$ cat config.mk
export PLATFORM = sky130hd
export DESIGN_NAME = cordic_vec_rotator
export DESIGN_NICKNAME = d
export VERILOG_FILES = /design/src/rtl/cordic_rot_pkg.sv /design/src/rtl/cordic_ashift.sv /design/src/rtl/cordic_sat_acc.sv /design/src/rtl/cordic_micro_rot.sv /design/src/rtl/cordic_step_sel.sv /design/src/rtl/cordic_vec_rotator.sv
export SDC_FILE = /design/constraint.sdc
export NUM_CORES = 1
export LEC_CHECK = 0
export ABC_AREA = 0
export BUFFER_PORTS_ARGS = -buffer_cell sky130_fd_sc_hd__buf_2
export CORE_MARGIN = 2
export CORE_UTILIZATION = 51
export DETAILED_ROUTE_END_ITERATION = 10
export GPL_TIMING_DRIVEN = 0
export PLACE_DENSITY = 0.82
export SLEW_MARGIN = 20
export SYNTH_ARGS = -nofsm -noshare
export SYNTH_HDL_FRONTEND = slang
export SYNTH_SLANG_ARGS = --single-unit
$ cat constraint.sdc
create_clock -name clk -period 1.67 [get_ports clk]
set_input_delay 0.334 -clock clk [delete_from_list [all_inputs] [get_ports clk]]
set_output_delay 0.334 -clock clk [all_outputs]
set_load 0.05 [all_outputs]
$ cat src/rtl/cordic_rot_pkg.sv
package cordic_rot_pkg;

  typedef enum logic {
    ST_IDLE = 1'b0,
    ST_RUN  = 1'b1
  } rot_state_e;

  // decision for the current cycle of an operation
  typedef struct packed {
    logic quarter;   // take a quarter-turn this cycle
    logic q_cw;      // quarter-turn direction is clockwise
    logic fine_cw;   // fine step direction is clockwise
    logic finished;  // no admissible index remains
  } step_ctl_t;

endpackage

$ cat src/rtl/cordic_ashift.sv
module cordic_ashift #(
  parameter int W  = 16,
  parameter int SW = 5
) (
  input  logic signed [W-1:0] din,
  input  logic        [SW-1:0] amt,
  output logic signed [W-1:0] dout
);

  logic signed [W-1:0] stg [0:SW];

  assign stg[0] = din;

  // logarithmic barrel: stage k shifts by 2**k when amt[k] is set
  for (genvar k = 0; k < SW; k++) begin : g_stage
    assign stg[k+1] = amt[k] ? (stg[k] >>> (2 ** k)) : stg[k];
  end

  assign dout = stg[SW];

endmodule

$ cat src/rtl/cordic_sat_acc.sv
module cordic_sat_acc #(
  parameter int W = 16,
  parameter int G = 2
) (
  input  logic signed [W-1:0] a,
  input  logic signed [W-1:0] b,
  input  logic signed [W-1:0] c,
  input  logic                sub_c,
  output logic signed [W-1:0] y
);

  localparam int WW = W + G;
  localparam logic signed [WW-1:0] MAXV = {{(G+1){1'b0}}, {(W-1){1'b1}}};
  localparam logic signed [WW-1:0] MINV = {{(G+1){1'b1}}, {(W-1){1'b0}}};

  logic signed [WW-1:0] aw, bw, cw, sum;

  always_comb begin
    aw  = {{G{a[W-1]}}, a};
    bw  = {{G{b[W-1]}}, b};
    cw  = {{G{c[W-1]}}, c};
    sum = sub_c ? (aw - bw - cw) : (aw - bw + cw);
    if (sum > MAXV) begin
      y = MAXV[W-1:0];
    end else if (sum < MINV) begin
      y = MINV[W-1:0];
    end else begin
      y = sum[W-1:0];
    end
  end

endmodule

$ cat src/rtl/cordic_micro_rot.sv
module cordic_micro_rot #(
  parameter int DW   = 16,
  parameter int IDXW = 4,
  parameter int SHW  = 5,
  parameter int G    = 2
) (
  input  logic signed [DW-1:0]   x,
  input  logic signed [DW-1:0]   y,
  input  logic        [IDXW-1:0] idx,
  input  logic                   cw,
  output logic signed [DW-1:0]   xn,
  output logic signed [DW-1:0]   yn
);

  logic signed [DW-1:0] cur [0:1];
  logic signed [DW-1:0] res [0:1];
  logic        [SHW-1:0] amt_cos, amt_sin;

  assign cur[0]  = x;
  assign cur[1]  = y;
  assign amt_cos = SHW'({idx, 1'b1});   // 2i+1
  assign amt_sin = SHW'(idx);           // i

  // one lane per axis; each reads only the pre-step values
  for (genvar c = 0; c < 2; c++) begin : g_axis
    localparam int OTH = 1 - c;
    logic signed [DW-1:0] cos_t, sin_t;

    cordic_ashift #(.W(DW), .SW(SHW)) u_cos_sh (
      .din (cur[c]),
      .amt (amt_cos),
      .dout(cos_t)
    );

    cordic_ashift #(.W(DW), .SW(SHW)) u_sin_sh (
      .din (cur[OTH]),
      .amt (amt_sin),
      .dout(sin_t)
    );

    cordic_sat_acc #(.W(DW), .G(G)) u_acc (
      .a    (cur[c]),
      .b    (cos_t),
      .c    (sin_t),
      .sub_c((c == 0) ? ~cw : cw),
      .y    (res[c])
    );
  end

  assign xn = res[0];
  assign yn = res[1];

endmodule

$ cat src/rtl/cordic_step_sel.sv
module cordic_step_sel
  import cordic_rot_pkg::*;
#(
  parameter int AW    = 18,
  parameter int AFRAC = 15,
  parameter int IMIN  = 4,
  parameter int IMAX  = 15,
  parameter int IDXW  = 4,
  parameter int QTR   = 25736,
  parameter int HALF  = 51472
) (
  input  logic signed [AW-1:0]   rem,
  output step_ctl_t              ctl,
  output logic        [IDXW-1:0] idx,
  output logic signed [AW-1:0]   rem_next
);

  localparam logic signed [AW-1:0] HALF_C = AW'(HALF);

  logic signed [AW:0] rem_w;
  logic        [AW:0] mag;
  logic               q_pos, q_neg, hit;
  logic signed [AW-1:0] fine_amt;

  always_comb begin
    rem_w = {rem[AW-1], rem};
    mag   = (rem_w < 0) ? unsigned'(-rem_w) : unsigned'(rem_w);
    q_pos = (int'(rem) > QTR);
    q_neg = (int'(rem) < -QTR);
  end

  // greedy: smallest index whose elementary angle fits in |rem|
  always_comb begin
    idx = IDXW'(IMAX);
    hit = 1'b0;
    for (int i = IMAX; i >= IMIN; i--) begin
      if (int'(mag) >= (1 << (AFRAC - i))) begin
        idx = IDXW'(i);
        hit = 1'b1;
      end
    end
    fine_amt = {{(AW-1){1'b0}}, 1'b1} << (AFRAC - int'(idx));
  end

  always_comb begin
    ctl.quarter  = q_pos | q_neg;
    ctl.q_cw     = q_pos;
    ctl.fine_cw  = ~rem[AW-1];
    ctl.finished = ~(q_pos | q_neg) & ~hit;
    if (q_pos) begin
      rem_next = rem - HALF_C;
    end else if (q_neg) begin
      rem_next = rem + HALF_C;
    end else if (!rem[AW-1]) begin
      rem_next = rem - fine_amt;
    end else begin
      rem_next = rem + fine_amt;
    end
  end

endmodule

$ cat src/rtl/cordic_vec_rotator.sv
module cordic_vec_rotator
  import cordic_rot_pkg::*;
#(
  parameter int DW    = 16,
  parameter int AW    = 18,
  parameter int AFRAC = 15,
  parameter int IMIN  = 4,
  parameter int IMAX  = 15
) (
  input  logic                 clk,
  input  logic                 rst_n,
  input  logic                 start,
  input  logic signed [DW-1:0] x_in,
  input  logic signed [DW-1:0] y_in,
  input  logic signed [AW-1:0] angle_in,
  output logic                 busy,
  output logic                 done,
  output logic signed [DW-1:0] x_out,
  output logic signed [DW-1:0] y_out
);

  localparam int IDXW  = $clog2(IMAX + 1);
  localparam int SHW   = IDXW + 1;
  localparam int GUARD = 2;
  localparam int HALF  = int'(1.5707963267948966 * (2.0 ** AFRAC));
  localparam int QTR   = int'(0.7853981633974483 * (2.0 ** AFRAC));
  localparam logic signed [DW-1:0] MAX_S = {1'b0, {(DW-1){1'b1}}};
  localparam logic signed [DW-1:0] MIN_S = {1'b1, {(DW-1){1'b0}}};

  // ---------------- reset: asserted at once, released on the clock
  logic [1:0] rst_pipe;
  logic       rst_sn;

  always_ff @(posedge clk or negedge rst_n) begin
    if (!rst_n) begin
      rst_pipe <= 2'b00;
    end else begin
      rst_pipe <= {rst_pipe[0], 1'b1};
    end
  end

  assign rst_sn = rst_pipe[1];

  // ---------------- state
  rot_state_e           st_q, st_d;
  logic signed [DW-1:0] x_q, x_d, y_q, y_d;
  logic signed [AW-1:0] r_q, r_d;
  logic                 done_q, done_d;
  logic                 en;

  step_ctl_t            ctl;
  logic [IDXW-1:0]      idx;
  logic signed [AW-1:0] r_step;
  logic signed [DW-1:0] x_fine, y_fine;

  cordic_step_sel #(
    .AW(AW), .AFRAC(AFRAC), .IMIN(IMIN), .IMAX(IMAX),
    .IDXW(IDXW), .QTR(QTR), .HALF(HALF)
  ) u_sel (
    .rem     (r_q),
    .ctl     (ctl),
    .idx     (idx),
    .rem_next(r_step)
  );

  cordic_micro_rot #(
    .DW(DW), .IDXW(IDXW), .SHW(SHW), .G(GUARD)
  ) u_rot (
    .x  (x_q),
    .y  (y_q),
    .idx(idx),
    .cw (ctl.fine_cw),
    .xn (x_fine),
    .yn (y_fine)
  );

  function automatic logic signed [DW-1:0] neg_sat(input logic signed [DW-1:0] v);
    return (v == MIN_S) ? MAX_S : -v;
  endfunction

  // ---------------- next state
  always_comb begin
    st_d   = st_q;
    x_d    = x_q;
    y_d    = y_q;
    r_d    = r_q;
    done_d = 1'b0;
    unique case (st_q)
      ST_IDLE: begin
        if (start) begin
          x_d  = x_in;
          y_d  = y_in;
          r_d  = angle_in;
          st_d = ST_RUN;
        end
      end
      ST_RUN: begin
        if (ctl.quarter) begin
          if (ctl.q_cw) begin
            x_d = y_q;
            y_d = neg_sat(x_q);
          end else begin
            x_d = neg_sat(y_q);
            y_d = x_q;
          end
          r_d = r_step;
        end else if (ctl.finished) begin
          st_d   = ST_IDLE;
          done_d = 1'b1;
        end else begin
          x_d = x_fine;
          y_d = y_fine;
          r_d = r_step;
        end
      end
      default: st_d = ST_IDLE;
    endcase
  end

  assign en = (st_q == ST_RUN) | start;

  // ---------------- registers
  always_ff @(posedge clk or negedge rst_sn) begin
    if (!rst_sn) begin
      st_q   <= ST_IDLE;
      done_q <= 1'b0;
    end else begin
      st_q   <= st_d;
      done_q <= done_d;
    end
  end

  always_ff @(posedge clk or negedge rst_sn) begin
    if (!rst_sn) begin
      x_q <= '0;
      y_q <= '0;
      r_q <= '0;
    end else if (en) begin
      x_q <= x_d;
      y_q <= y_d;
      r_q <= r_d;
    end
  end

  assign busy  = (st_q == ST_RUN);
  assign done  = done_q;
  assign x_out = x_q;
  assign y_out = y_q;

  // ---------------- checks
  logic signed [AW:0] r_w;
  logic        [AW:0] r_mag;
  logic               fine_step;

  assign r_w       = {r_q[AW-1], r_q};
  assign r_mag     = (r_w < 0) ? unsigned'(-r_w) : unsigned'(r_w);
  assign fine_step = busy & ~ctl.quarter & ~ctl.finished;

  AST_START_TAKEN: assert property (@(posedge clk) disable iff (!rst_sn)
    (start && !busy) |=> busy);

  AST_QUARTER_BOUND: assert property (@(posedge clk) disable iff (!rst_sn)
    (busy && !ctl.quarter) |-> (int'(r_mag) <= QTR));

  AST_REM_SHRINKS: assert property (@(posedge clk) disable iff (!rst_sn)
    fine_step |=> (r_mag < $past(r_mag)));

  AST_DONE_SINGLE: assert property (@(posedge clk) disable iff (!rst_sn)
    done |=> !done);

  AST_FINISH_DONE: assert property (@(posedge clk) disable iff (!rst_sn)
    (busy && ctl.finished) |=> (done && !busy));

  AST_OUT_HOLD: assert property (@(posedge clk) disable iff (!rst_sn)
    (!busy && !start) |=> ($stable(x_out) && $stable(y_out)));

endmodule

; Word-level counts from Yosys, hierarchy flattened
; Cells that the tools add are included.
[word_totals]
register_bits = 54
latch_bits = 0
mem_bits_rw = 0
rom_bits = 0
inputBits = 53
output_inout_bits = 34
wordCells = 123
memories = 0
[classes]
addsub = 14
n_mul = 0
n_div = 0
order_cmp = 19
eq_ne = 4
n_shift = 1
muxes = 72
bitwise_logic = 6
n_reduce_logical = 1
[op_table]
columns = op, count
row1 = 2-to-1 mux 16 bit, 14
row2 = 2-to-1 mux 18 bit, 8
row3 = 2-to-1 mux 15 bit, 8
row4 = 2-to-1 mux 14 bit, 8
row5 = one-hot mux 16 bit (2 select lines), 2
row6 = > comparator 18 x 16 -> 1 bit (second input constant), 3
row7 = less-than comparator 18 x 16 -> 1 bit (second input constant), 3
row8 = adder 17 x 16 -> 18 bit, 2
row9 = one-hot mux 18 bit (2 select lines), 1
row10 = subtractor 17 x 16 -> 18 bit, 2
row11 = subtractor 16 x 15 -> 17 bit, 2
row12 = == test 16 bit (second input constant), 2
row13 = negator 16 bit, 2
row14 = << shifter 1 x 32 -> 18 bit (first input constant), 1
row15 = >= comparator 19 x 1 -> 1 bit (second input constant), 1
row16 = >= comparator 19 x 10 -> 1 bit (second input constant), 1
row17 = >= comparator 19 x 11 -> 1 bit (second input constant), 1
row18 = >= comparator 19 x 12 -> 1 bit (second input constant), 1
row19 = >= comparator 19 x 2 -> 1 bit (second input constant), 1
row20 = >= comparator 19 x 3 -> 1 bit (second input constant), 1
row21 = >= comparator 19 x 4 -> 1 bit (second input constant), 1
row22 = >= comparator 19 x 5 -> 1 bit (second input constant), 1
row23 = >= comparator 19 x 6 -> 1 bit (second input constant), 1
row24 = >= comparator 19 x 7 -> 1 bit (second input constant), 1
row25 = 21 further kinds, 49

; Depth between registers and ports, before layout
; Gate-level depths: netlist of the first run.
[logic_depth]
word_depth = 27
mapped_depth = 46
mapped_depth_nobuf = 39

; Modules after synthesis
; A second synthesis of the first run with hierarchy kept.
[unflattened]
hier_cells = 1721
hier_area_um2 = 13501.7
[modules_own_cells]
columns = mod, n_inst, cells_each, area_per_inst_um2, seq_area_each_um2
row1 = cordic_vec_rotator, 1, 388, 3437.0, 1351.3
row2 = cordic_ashift, 4, 84, 769.5, 0.0
row3 = cordic_step_sel, 1, 379, 2610.0, 0.0
row4 = cordic_sat_acc at u_rot.g_axis[1].u_acc, 1, 320, 2237.1, 0.0
row5 = cordic_sat_acc at u_rot.g_axis[0].u_acc, 1, 295, 2128.3, 0.0
row6 = cordic_micro_rot, 1, 3, 11.3, 0.0

; Least setup slack after synthesis of the first run
; No wires, ideal clock.
[synth_timing]
path_type = reg-to-reg
start = reg r_q[5]
end = reg x_q[0], in the netlist x_out[0]
setup_ps = 134
arrival_time_ps = 8276
t_required_ps = 1536
slack_ps = -6741
stages_incl_launch_ff = 41
n_path_buf = 5
cell_sequence = dfrtp_1 > clkbuf_1 > inv_1 > ha_1 > and4bb_2 > nand2_1 > o41ai_1 > a31oi_1 > nor3_2 > buf_4 > clkbuf_1 > nand3_1 > o21ai_0 > a21oi_1 > ha_1 > nor2b_1 > o21ai_0 > a21boi_0 > [... 5 more ...] > nand2b_1 > a21o_1 > a21oi_1 > xnor2_1 > ha_1 > or3_1 > o41a_1 > a31o_2 > a21o_1 > a21o_1 > xor2_1 > nor2b_1 > and4_1 > or4_1 > buf_2 > buf_6 > a221oi_2 > o31ai_1
[synth_between]
elab_chain_len = 27
[synth_lines]
columns = item, line_no
row1 = start: declaration, cordic_vec_rotator.sv:47  ; logic signed [AW-1:0] r_q, r_d;
row2 = start signal: assignment, cordic_vec_rotator.sv:141  ; r_q <= r_d;
row3 = negator 18 -> 19 bit or less-than comparator 18 x 1 -> 1 bit (tied branches), -
row4 = 2-to-1 mux 19 bit, cordic_step_sel.sv:27  ; mag = (rem_w < 0) ? unsigned'(-rem_w) : unsigned'(rem_w);
row5 = >= comparator 19 x 2 -> 1 bit, cordic_step_sel.sv:37  ; if (int'(mag) >= (1 << (AFRAC - i))) begin
row6 = 2-to-1 mux 1 bit, cordic_step_sel.sv:37
row7 = 2-to-1 mux 2 bit (2 in a row), cordic_step_sel.sv:37
row8 = 2-to-1 mux 3 bit (4 in a row), cordic_step_sel.sv:37
row9 = 2-to-1 mux 4 bit (4 in a row), cordic_step_sel.sv:37
row10 = 2-to-1 mux 14 bit (4 in a row), cordic_ashift.sv:16  ; assign stg[k+1] = amt[k] ? (stg[k] >>> (2 ** k)) : stg[k];
row11 = subtractor 16 x 15 -> 17 bit, cordic_sat_acc.sv:22  ; sum = sub_c ? (aw - bw - cw) : (aw - bw + cw);
row12 = adder 17 x 16 -> 18 bit or subtractor 17 x 16 -> 18 bit (tied branches), cordic_sat_acc.sv:22
row13 = 2-to-1 mux 18 bit, cordic_sat_acc.sv:22
row14 = less-than comparator 18 x 16 -> 1 bit, cordic_sat_acc.sv:25  ; end else if (sum < MINV) begin
row15 = 2-to-1 mux 16 bit, cordic_sat_acc.sv:25
row16 = 2-to-1 mux 16 bit, cordic_sat_acc.sv:23  ; if (sum > MAXV) begin
row17 = 2-to-1 mux 16 bit, cordic_vec_rotator.sv:107  ; end else if (ctl.finished) begin
row18 = 2-to-1 mux 16 bit, cordic_vec_rotator.sv:98  ; if (ctl.quarter) begin
row19 = one-hot mux 16 bit (2 select lines), cordic_vec_rotator.sv:88  ; unique case (st_q)
row20 = end signal: assignment, cordic_vec_rotator.sv:135  ; x_q <= '0;
row21 = end signal: assignment, cordic_vec_rotator.sv:139  ; x_q <= x_d;
row22 = end: declaration, cordic_vec_rotator.sv:46  ; logic signed [DW-1:0] x_q, x_d, y_q, y_d;
; Parallel ways exist; a longest one is shown, timed or not. The select of a mux whose other input is x is not followed.
; A chain may end at the register's enable or synchronous reset.

; Final worst setup path of the first run
[layout_timing]
start = reg r_q[4]
end = reg x_q[15], in the netlist x_out[15]
; The elaborated chain is that of the path after synthesis.

==> impl_results.html, run 1 <==
<table>
<tr><th>Metric</th><th>Value</th></tr>
<tr><th colspan="2">Floorplanning</th></tr>
<tr><td>CORE AREA</td><td>0.0212 sq mm</td></tr>
<tr><td>Floorplan row count</td><td>53</td></tr>
<tr><td>Die area</td><td>0.0228 sq mm</td></tr>
<tr><td>Die W</td><td>151 um</td></tr>
<tr><td>Initial core utilization</td><td>0.522</td></tr>
<tr><td>Die Y-Extent</td><td>151 um</td></tr>
<tr><td>Top-level I/O count</td><td>87</td></tr>
<tr><th colspan="2">Placed design</th></tr>
<tr><td>Number of instances in the placed design</td><td>1,931</td></tr>
<tr><td>Number of port buffers</td><td>86</td></tr>
<tr><td>Worst setup slack after placement</td><td>-7.90 ns</td></tr>
<tr><td>Last weighted congestion value of the routability-driven placer</td><td>1.10</td></tr>
<tr><td>Half-perimeter wire length after placement</td><td>40,500 um</td></tr>
<tr><th colspan="2">GRT</th></tr>
<tr><td>Number of antenna violations at the first check in global routing</td><td>0</td></tr>
<tr><td>Wire length of the first global-routing pass</td><td>82,900 um</td></tr>
<tr><td>Global route overflow</td><td>0</td></tr>
<tr><td>Vias in the first global route</td><td>13,895</td></tr>
<tr><td>Total GRT Usage</td><td>0.488</td></tr>
<tr><td>Largest net degree at the start of global routing</td><td>34</td></tr>
<tr><th colspan="2">Critical path</th></tr>
<tr><td>Critical setup path kind</td><td>flip-flop to flip-flop</td></tr>
<tr><td>CP max FO</td><td>6</td></tr>
<tr><td>Crit path largest cell delay</td><td>0.65 ns</td></tr>
<tr><td>Startpoint type of the worst setup path</td><td>flip-flop</td></tr>
<tr><td>Required time at the worst-slack endpoint</td><td>1.85 ns</td></tr>
<tr><td>Sort of element at the end of the critical path</td><td>flip-flop</td></tr>
<tr><td>Arrival time worst endpoint</td><td>8.43 ns</td></tr>
<tr><td>Crit-path slowest cell</td><td>sky130_fd_sc_hd__a222oi_1</td></tr>
<tr><td>Depth of the most critical reg-to-reg path</td><td>38</td></tr>
<tr><th colspan="2">Synth</th></tr>
<tr><td>Async set-reset flop share out of synthesis</td><td>1.00</td></tr>
<tr><td>Post-synthesis instance total</td><td>1,569</td></tr>
<tr><td>Total nets after synthesis</td><td>1,719</td></tr>
<tr><td>Yosys synthesis warning count</td><td>0</td></tr>
<tr><td>Post-Syn Area</td><td>0.0110 sq mm</td></tr>
<tr><td>Average cell area after synthesis</td><td>7.04 sq um</td></tr>
<tr><td>Number of distinct library cell variants in the gate-level netlist after synthesis</td><td>101</td></tr>
<tr><td>Leading register cell type out of synthesis</td><td>sky130_fd_sc_hd__dfrtp_1</td></tr>
<tr><td>Number of enable flip-flop cells after synthesis</td><td>0</td></tr>
<tr><td>Flip-flop and latch count after synthesis</td><td>54</td></tr>
<tr><td>Sequential-to-total area share from yosys stat</td><td>0.122</td></tr>
<tr><th colspan="2">Run status</th></tr>
<tr><td>Failing checks</td><td>negative setup slack</td></tr>
<tr><td>Status</td><td>complete, but fails checks</td></tr>
<tr><th colspan="2">CTS</th></tr>
<tr><td>Number of buffers on the longest clock path</td><td>2</td></tr>
<tr><td>TritonCTS clock tree</td><td>built</td></tr>
<tr><td>Cell chosen for the clock root</td><td>sky130_fd_sc_hd__clkbuf_16</td></tr>
<tr><td>Inserted Clock Buffers</td><td>5</td></tr>
<tr><td>Clock latency on the worst-skew pair</td><td>0.32 ns</td></tr>
<tr><td>Clock slew seen by the registers of the worst setup and hold paths</td><td>0.08 ns</td></tr>
<tr><td>Number of sinks handled by clock tree synthesis</td><td>54</td></tr>
<tr><td>H-tree depth</td><td>2</td></tr>
<tr><th colspan="2">Route</th></tr>
<tr><td>Met1 Wirelength</td><td>21,600 um</td></tr>
<tr><td>Avg WL per Cell</td><td>27.4 um</td></tr>
<tr><td>Met3 layer wire length in the routed design</td><td>8800 um</td></tr>
<tr><td>Topmost layer with routed signal wires</td><td>met5</td></tr>
<tr><td>Total length of routed met2 wires</td><td>23,700 um</td></tr>
<tr><td>Average via count per standard cell</td><td>7.13</td></tr>
<tr><td>Detailed-route via count</td><td>15,160</td></tr>
<tr><td>Number of nets with antenna violations after routing</td><td>0</td></tr>
<tr><td>Drt total wl</td><td>58,300 um</td></tr>
<tr><td>Post-route DRC violation count</td><td>0</td></tr>
<tr><td>Number of iterations in the first detailed-routing pass</td><td>7</td></tr>
<tr><td>Initial drt markers</td><td>2,122</td></tr>
<tr><th colspan="2">Cells and area</th></tr>
<tr><td>Commonest cells after routing, fill and taps aside</td><td>161 x sky130_fd_sc_hd__buf_4, 142 x sky130_fd_sc_hd__nor2_1, 140 x sky130_fd_sc_hd__a21oi_1</td></tr>
<tr><td>Proportion of layout cells with a drive suffix above 1</td><td>0.309</td></tr>
<tr><td>Number of nets in the layout</td><td>1,998</td></tr>
<tr><td>Non-filler cells in the finished layout</td><td>2,125</td></tr>
<tr><td>Most common cell after layout, fill and taps aside</td><td>sky130_fd_sc_hd__buf_4</td></tr>
<tr><td>Layout overhead on the synthesized area</td><td>36.5%</td></tr>
<tr><td>Fill cell instance count of the final layout</td><td>1,642</td></tr>
<tr><th colspan="2">Timing</th></tr>
<tr><td>Worst Skew</td><td>0.0118 ns</td></tr>
<tr><td>Share of the cycle needed by the critical path after routing</td><td>4.94</td></tr>
<tr><td>Slew margin rel.</td><td>0.167</td></tr>
<tr><td>Clock period minus worst slack</td><td>8.25 ns</td></tr>
<tr><td>Number of endpoints failing setup at the final stage</td><td>52</td></tr>
<tr><td>Highest clock frequency the design can meet</td><td>121 MHz</td></tr>
<tr><td>Final Hold Viols</td><td>0</td></tr>
<tr><td>RSZ-0062 raised after global routing</td><td>yes</td></tr>
<tr><td>Accumulated negative setup slack</td><td>-287.83 ns</td></tr>
<tr><td>Actual transition at the worst max-transition pin</td><td>1.25 ns</td></tr>
<tr><td>Final number of max-transition violations</td><td>0</td></tr>
<tr><td>Final setup slack of the worst path</td><td>-6.58 ns</td></tr>
<tr><th colspan="2">Flow run</th></tr>
<tr><td>Count of maximum capacitance violations</td><td>0</td></tr>
<tr><th colspan="2">Min path</th></tr>
<tr><td>Path type of the worst min-delay path</td><td>flip-flop to async pin</td></tr>
</table>
## state kept, by name (all words and copies together) (netlist names)
| signal | flops |
|---|---|
| r_q | 18 |
| busy | 1 |
| rst_pipe | 2 |
| y_out | 16 |
| x_out | 16 |
| done | 1 |
## final cells by class
| class | instances | area, sq um | share of cell area |
|---|---|---|---|
| multi-input combinational | 1325 | 10100 | 0.672 |
| timing repair buffer | 274 | 2050 | 0.136 |
| sequential | 54 | 1370 | 0.0909 |
| buffer | 99 | 658 | 0.0437 |
| inverter | 89 | 350 | 0.0233 |
| tap | 275 | 344 | 0.0228 |
| clock buffer | 7 | 153 | 0.0101 |
| clock inverter | 1 | 8.76 | 0.000581 |
| antenna | 1 | 2.50 | 0.000166 |
## layer usage
layer  up-vias  global-route usage
li1       6370                   -
met1      7099               0.638
met2      1332               0.713
met3       357               0.154
met4         2               0.265
met5         -                   0
## per-stage QoR
stage	area (sq um)	hold WS (ns)	util
after global placement	12100	0.118	0.572
after detailed placement	12100	0.120	0.573
after floorplan	11300	0.0384	-
after global routing	15100	0.256	0.712
after CTS	14400	0.238	0.679
final	15100	0.233	0.712
## cells in the mapped netlist, types with 6 or more instances
master	number	share of area
sky130_fd_sc_hd__nand2b_1	22	0.012
sky130_fd_sc_hd__nor2b_1	16	0.0091
sky130_fd_sc_hd__a211oi_1	21	0.014
sky130_fd_sc_hd__nor2_1	151	0.051
sky130_fd_sc_hd__or2_2	7	0.0040
sky130_fd_sc_hd__a221oi_2	7	0.0095
sky130_fd_sc_hd__o21ai_1	12	0.0054
sky130_fd_sc_hd__ha_1	92	0.10
sky130_fd_sc_hd__a221oi_1	11	0.0087
sky130_fd_sc_hd__a221o_1	6	0.0054
sky130_fd_sc_hd__nand3b_1	6	0.0041
sky130_fd_sc_hd__and3_1	33	0.019
sky130_fd_sc_hd__buf_2	14	0.0063
sky130_fd_sc_hd__xor2_1	37	0.029
sky130_fd_sc_hd__a21boi_0	11	0.0075
sky130_fd_sc_hd__a21oi_1	161	0.073
sky130_fd_sc_hd__and2_1	14	0.0079
sky130_fd_sc_hd__o31ai_1	12	0.0082
sky130_fd_sc_hd__buf_1	12	0.0041
sky130_fd_sc_hd__or4_1	7	0.0048
sky130_fd_sc_hd__nor3_1	37	0.017
sky130_fd_sc_hd__o21a_1	11	0.0075
sky130_fd_sc_hd__inv_1	85	0.029
sky130_fd_sc_hd__nand4_1	6	0.0034
sky130_fd_sc_hd__mux2i_1	10	0.0091
sky130_fd_sc_hd__nor4_1	12	0.0068
sky130_fd_sc_hd__o41ai_1	6	0.0048
sky130_fd_sc_hd__nand3_1	59	0.027
sky130_fd_sc_hd__nand2_1	126	0.043
sky130_fd_sc_hd__o211ai_2	9	0.010
sky130_fd_sc_hd__xnor2_1	67	0.053
sky130_fd_sc_hd__clkbuf_1	66	0.022
sky130_fd_sc_hd__o21ai_0	103	0.047
sky130_fd_sc_hd__dfrtp_1	54	0.12
sky130_fd_sc_hd__a21o_1	30	0.020
sky130_fd_sc_hd__a31oi_1	37	0.021
sky130_fd_sc_hd__a211o_1	10	0.0079
sky130_fd_sc_hd__o221ai_1	12	0.0095
sky130_fd_sc_hd__or3_1	18	0.010
sky130_fd_sc_hd__o211ai_1	28	0.019
## kinds of logic after synthesis
kind of cell | Yosys count | synth area share
muxes | 14 | 0.0131
adders and majority gates | 97 | 0.113
and+or+nand+nor | 540 | 0.242
AOI/OAI and AO/OA | 568 | 0.353
DFF | 54 | 0.122
xor gates and xnor gates | 105 | 0.0846
buffers and inverters | 190 | 0.0709
other | 1 | 0.000340
## final timing paths
check | from | to | slack [ns]
max in group asynchronous | rst_pipe[1] | x_out[14] | 0.89
min in group clk | y_in[10] | y_out[10] | 0.26
setup reg to reg | r_q[4] | x_out[15] | -6.58
hold reg to reg | rst_pipe[1] | r_q[14] | 0.23
setup / recovery | r_q[4] | x_out[15] | -6.58
hold / removal | rst_pipe[1] | r_q[14] | 0.23
## repair_timing
item | CTS | global route
endpoints found under the setup margin | 57 | 55
pin swaps | 106 | 82
gates resized for setup | 225 | 94
buffers inserted | 151 | 35
hold endpoints to repair | 2 | 0
hold buffers | 1 | 0
gates cloned | 2 | 0
## worst max-delay path, delay by kind of cell (launching register included)
kind / cells / cell delay (ns)
DFF: 1 / 0.41
xor gates and xnor gates: 2 / 0.27
and+or+nand+nor: 8 / 1.32
buffers and inverters: 8 / 1.20
adders and majority gates: 3 / 0.76
muxes: 1 / 0.60
AOI/OAI and AO/OA: 16 / 3.52
Power of run 1 is not shown: default switching activity piles up to over one toggle a cycle in this logic, so the estimate is an artifact.
==> inputs of run 2 (changes only) <==
--- a/config.mk
+++ b/config.mk
@@ -9,9 +9,11 @@
 export BUFFER_PORTS_ARGS = -buffer_cell sky130_fd_sc_hd__buf_2
 export CORE_MARGIN = 2
 export CORE_UTILIZATION = 51
+export CTS_BUF_LIST = sky130_fd_sc_hd__clkbuf_8
 export DETAILED_ROUTE_END_ITERATION = 10
 export GPL_TIMING_DRIVEN = 0
-export PLACE_DENSITY = 0.82
+export PLACE_DENSITY = 0.8
+export SETUP_SLACK_MARGIN = 0.3
 export SLEW_MARGIN = 20
 export SYNTH_ARGS = -nofsm -noshare
 export SYNTH_HDL_FRONTEND = slang
==> constraint.sdc (replaced) <==
create_clock -name clk -period 9.5 [get_ports clk]
set_input_delay 1.9 -clock clk [delete_from_list [all_inputs] [get_ports clk]]
set_output_delay 1.9 -clock clk [all_outputs]
set_load 0.05 [all_outputs]
==> impl_results.html, run 2 (synthesized netlist as in run 1, its figures left out) <==
<table>
<tr><th>Metric</th><th>Value</th></tr>
<tr><th colspan="2">Cells and area</th></tr>
<tr><td>Non-filler cells in the finished layout</td><td>1,963 (-7.6%)</td></tr>
<tr><td>Layout overhead on the synthesized area</td><td>14.1%</td></tr>
<tr><td>Register with the most flip-flops</td><td>r_q</td></tr>
<tr><td>Flip-flop count of the largest register after layout</td><td>18 (unchanged)</td></tr>
<tr><td>Number of nets in the layout</td><td>1,837 (-8.1%)</td></tr>
<tr><td>Layout Utilization</td><td>0.595 (-0.117)</td></tr>
<tr><td>Proportion of layout cells with a drive suffix above 1</td><td>0.159 (-0.151)</td></tr>
<tr><td>Diode count</td><td>0 (-1)</td></tr>
<tr><td>Fill cell instance count of the final layout</td><td>2,041 (+24%)</td></tr>
<tr><td>Most common cell after layout, fill and taps aside</td><td>sky130_fd_sc_hd__a21oi_1</td></tr>
<tr><td>Commonest cells after routing, fill and taps aside</td><td>156 x sky130_fd_sc_hd__a21oi_1, 148 x sky130_fd_sc_hd__nor2_1, 123 x sky130_fd_sc_hd__nand2_1</td></tr>
<tr><th colspan="2">GRT</th></tr>
<tr><td>Number of antenna violations at the first check in global routing</td><td>0 (unchanged)</td></tr>
<tr><td>Global route overflow</td><td>0 (unchanged)</td></tr>
<tr><td>Total GRT Usage</td><td>0.442 (-0.0456)</td></tr>
<tr><td>Vias in the first global route</td><td>12,344 (-11%)</td></tr>
<tr><td>Wire length of the first global-routing pass</td><td>74,700 um (-9.9%)</td></tr>
<tr><td>Largest net degree at the start of global routing</td><td>28 (-18%)</td></tr>
<tr><th colspan="2">Critical path</th></tr>
<tr><td>Required time at the worst-slack endpoint</td><td>9.74 ns (+7.89 ns)</td></tr>
<tr><td>Critical setup path kind</td><td>flip-flop to flip-flop</td></tr>
<tr><td>Startpoint type of the worst setup path</td><td>flip-flop</td></tr>
<tr><td>CP max FO</td><td>10 (+4)</td></tr>
<tr><td>Crit-path slowest cell</td><td>sky130_fd_sc_hd__or4_1</td></tr>
<tr><td>Sort of element at the end of the critical path</td><td>flip-flop</td></tr>
<tr><td>Crit path largest cell delay</td><td>0.65 ns (about the same)</td></tr>
<tr><td>Arrival time worst endpoint</td><td>9.32 ns (+0.89 ns)</td></tr>
<tr><th colspan="2">Floorplanning</th></tr>
<tr><td>Initial core utilization</td><td>0.522 (unchanged)</td></tr>
<tr><td>Die W</td><td>151 um (unchanged)</td></tr>
<tr><td>Die area</td><td>0.0228 sq mm (unchanged)</td></tr>
<tr><td>Floorplan row count</td><td>53 (unchanged)</td></tr>
<tr><td>Top-level I/O count</td><td>87 (unchanged)</td></tr>
<tr><td>CORE AREA</td><td>0.0212 sq mm (unchanged)</td></tr>
<tr><td>Die Y-Extent</td><td>151 um (unchanged)</td></tr>
<tr><th colspan="2">Timing</th></tr>
<tr><td>Actual transition at the worst max-transition pin</td><td>1.21 ns (-0.0394 ns)</td></tr>
<tr><td>Highest clock frequency the design can meet</td><td>110 MHz (-9.1%)</td></tr>
<tr><td>Final number of max-transition violations</td><td>0 (unchanged)</td></tr>
<tr><td>RSZ-0062 raised after global routing</td><td>no</td></tr>
<tr><td>Accumulated negative setup slack</td><td>0 ns (+287.83 ns)</td></tr>
<tr><td>Final setup slack of the worst path</td><td>0.419 ns (+7.00 ns)</td></tr>
<tr><td>Number of endpoints failing setup at the final stage</td><td>0 (-100%)</td></tr>
<tr><td>Slew margin rel.</td><td>0.193 (+0.0263)</td></tr>
<tr><td>Final Hold Viols</td><td>0 (unchanged)</td></tr>
<tr><td>Share of the cycle needed by the critical path after routing</td><td>0.956 (-3.99)</td></tr>
<tr><td>Clock period minus worst slack</td><td>9.08 ns (+0.829 ns)</td></tr>
<tr><td>Worst Skew</td><td>0.00899 ns (-0.00278 ns)</td></tr>
<tr><th colspan="2">Route</th></tr>
<tr><td>Post-route DRC violation count</td><td>0 (unchanged)</td></tr>
<tr><td>Drt total wl</td><td>51,900 um (-11%)</td></tr>
<tr><td>Initial drt markers</td><td>1,764 (-17%)</td></tr>
<tr><td>Number of iterations in the first detailed-routing pass</td><td>8 (+1)</td></tr>
<tr><td>Average via count per standard cell</td><td>6.90 (-3.3%)</td></tr>
<tr><td>Avg WL per Cell</td><td>26.5 um (-3.6%)</td></tr>
<tr><td>Detailed-route via count</td><td>13,539 (-11%)</td></tr>
<tr><td>Number of nets with antenna violations after routing</td><td>0 (unchanged)</td></tr>
<tr><th colspan="2">CTS</th></tr>
<tr><td>H-tree depth</td><td>2 (unchanged)</td></tr>
<tr><td>Number of sinks handled by clock tree synthesis</td><td>54 (unchanged)</td></tr>
<tr><td>Inserted Clock Buffers</td><td>5 (unchanged)</td></tr>
<tr><td>Number of buffers on the longest clock path</td><td>2 (unchanged)</td></tr>
<tr><td>Cell chosen for the clock root</td><td>sky130_fd_sc_hd__clkbuf_8</td></tr>
<tr><td>Clock slew seen by the registers of the worst setup and hold paths</td><td>0.13 ns (+0.05 ns)</td></tr>
<tr><td>Clock latency on the worst-skew pair</td><td>0.37 ns (+0.05 ns)</td></tr>
<tr><td>TritonCTS clock tree</td><td>built</td></tr>
<tr><th colspan="2">Placed design</th></tr>
<tr><td>Last weighted congestion value of the routability-driven placer</td><td>1.07 (-3.0%)</td></tr>
<tr><td>Number of instances in the placed design</td><td>1,931 (unchanged)</td></tr>
<tr><td>Half-perimeter wire length after placement</td><td>40,600 um (+0.33%)</td></tr>
<tr><td>Worst setup slack after placement</td><td>-1.43 ns (+6.47 ns)</td></tr>
<tr><td>Number of port buffers</td><td>86 (unchanged)</td></tr>
<tr><th colspan="2">Run status</th></tr>
<tr><td>Status</td><td>completed</td></tr>
<tr><th colspan="2">Min path</th></tr>
<tr><td>Path type of the worst min-delay path</td><td>flip-flop to async pin</td></tr>
<tr><th colspan="2">Flow run</th></tr>
<tr><td>Count of maximum capacitance violations</td><td>0 (unchanged)</td></tr>
</table>
==> run 2: cell count changes in the layout (fill, tap and decap cells not counted), moves of 9 or more <==
cell	delta
sky130_fd_sc_hd__o21ai_1	-13
sky130_fd_sc_hd__buf_2	+9
sky130_fd_sc_hd__buf_8	-9
sky130_fd_sc_hd__buf_4	-133
sky130_fd_sc_hd__o21ai_2	-14
sky130_fd_sc_hd__a21oi_1	+16
sky130_fd_sc_hd__buf_6	-20
sky130_fd_sc_hd__dfrtp_1	+10
sky130_fd_sc_hd__dfrtp_2	-10
sky130_fd_sc_hd__o21ai_0	+31
sky130_fd_sc_hd__a21oi_2	-16
==> run 2: through the flow <==
stage,area [sq um],hold WS (ns)
3_5_place_dp,11800,0.285
4_1_cts,12200,0.299
2_1_floorplan,11000,0.331
6_report,12600,0.288
3_3_place_gp,11800,0.344
5_1_grt,12600,0.328
==> run 2: final timing paths <==
kind / cells past startpoint / slack [ns] / startpoint / endpoint
min: 0 / 0.29 / rst_pipe[1] / r_q[14]
max reg2reg: 34 / 0.42 / r_q[9] / x_out[0]
min reg2reg: 0 / 0.29 / rst_pipe[1] / r_q[14]
max in group asynchronous: 1 / 8.11 / rst_n / rst_pipe[1]
min in group clk: 0 / 0.38 / rst_pipe[0] / rst_pipe[1]
max: 34 / 0.42 / r_q[9] / x_out[0]
==> run 2: critical path: cells and delay by family, from the launching register on <==
kind,cells,cell delay (ns)
simple gates,11,3.26
buf+inv,5,0.79
xor+xnor,2,0.46
flops,1,0.42
fa+ha+maj,2,0.59
compound gates,14,3.41
==> run 2: per-layer routing <==
| layer | up-vias | track usage | part of all wire |
|---|---|---|---|
| met1 | 6270 | 0.548 | 0.37 |
| met3 | 250 | 0.118 | 0.12 |
| met5 | - | 0 | 0 |
| met4 | 0 | 0.305 | 0.084 |
| li1 | 6052 | - | - |
| met2 | 967 | 0.666 | 0.42 |
==> run 2: cell type report <==
type,count,area (sq um),area share
flip-flops and latches,54,1360,0.108
inverters,89,334,0.0265
multi-input cells,1325,9300,0.739
repair buffers,111,631,0.0501
well taps,275,344,0.0273
clock inverters,2,38.8,0.00308
clock buffers,6,82.6,0.00656
plain buffers,101,504,0.0400
==> run 2: repair_timing <==
action	4_1_cts	5_1_grt
hold buffers	0	0
endpoints found under the setup margin	29	29
pin swaps	10	18
setup buffers	10	14
gates cloned	0	0
gates resized for setup	46	67
Power of run 2 is left out for the same reason.
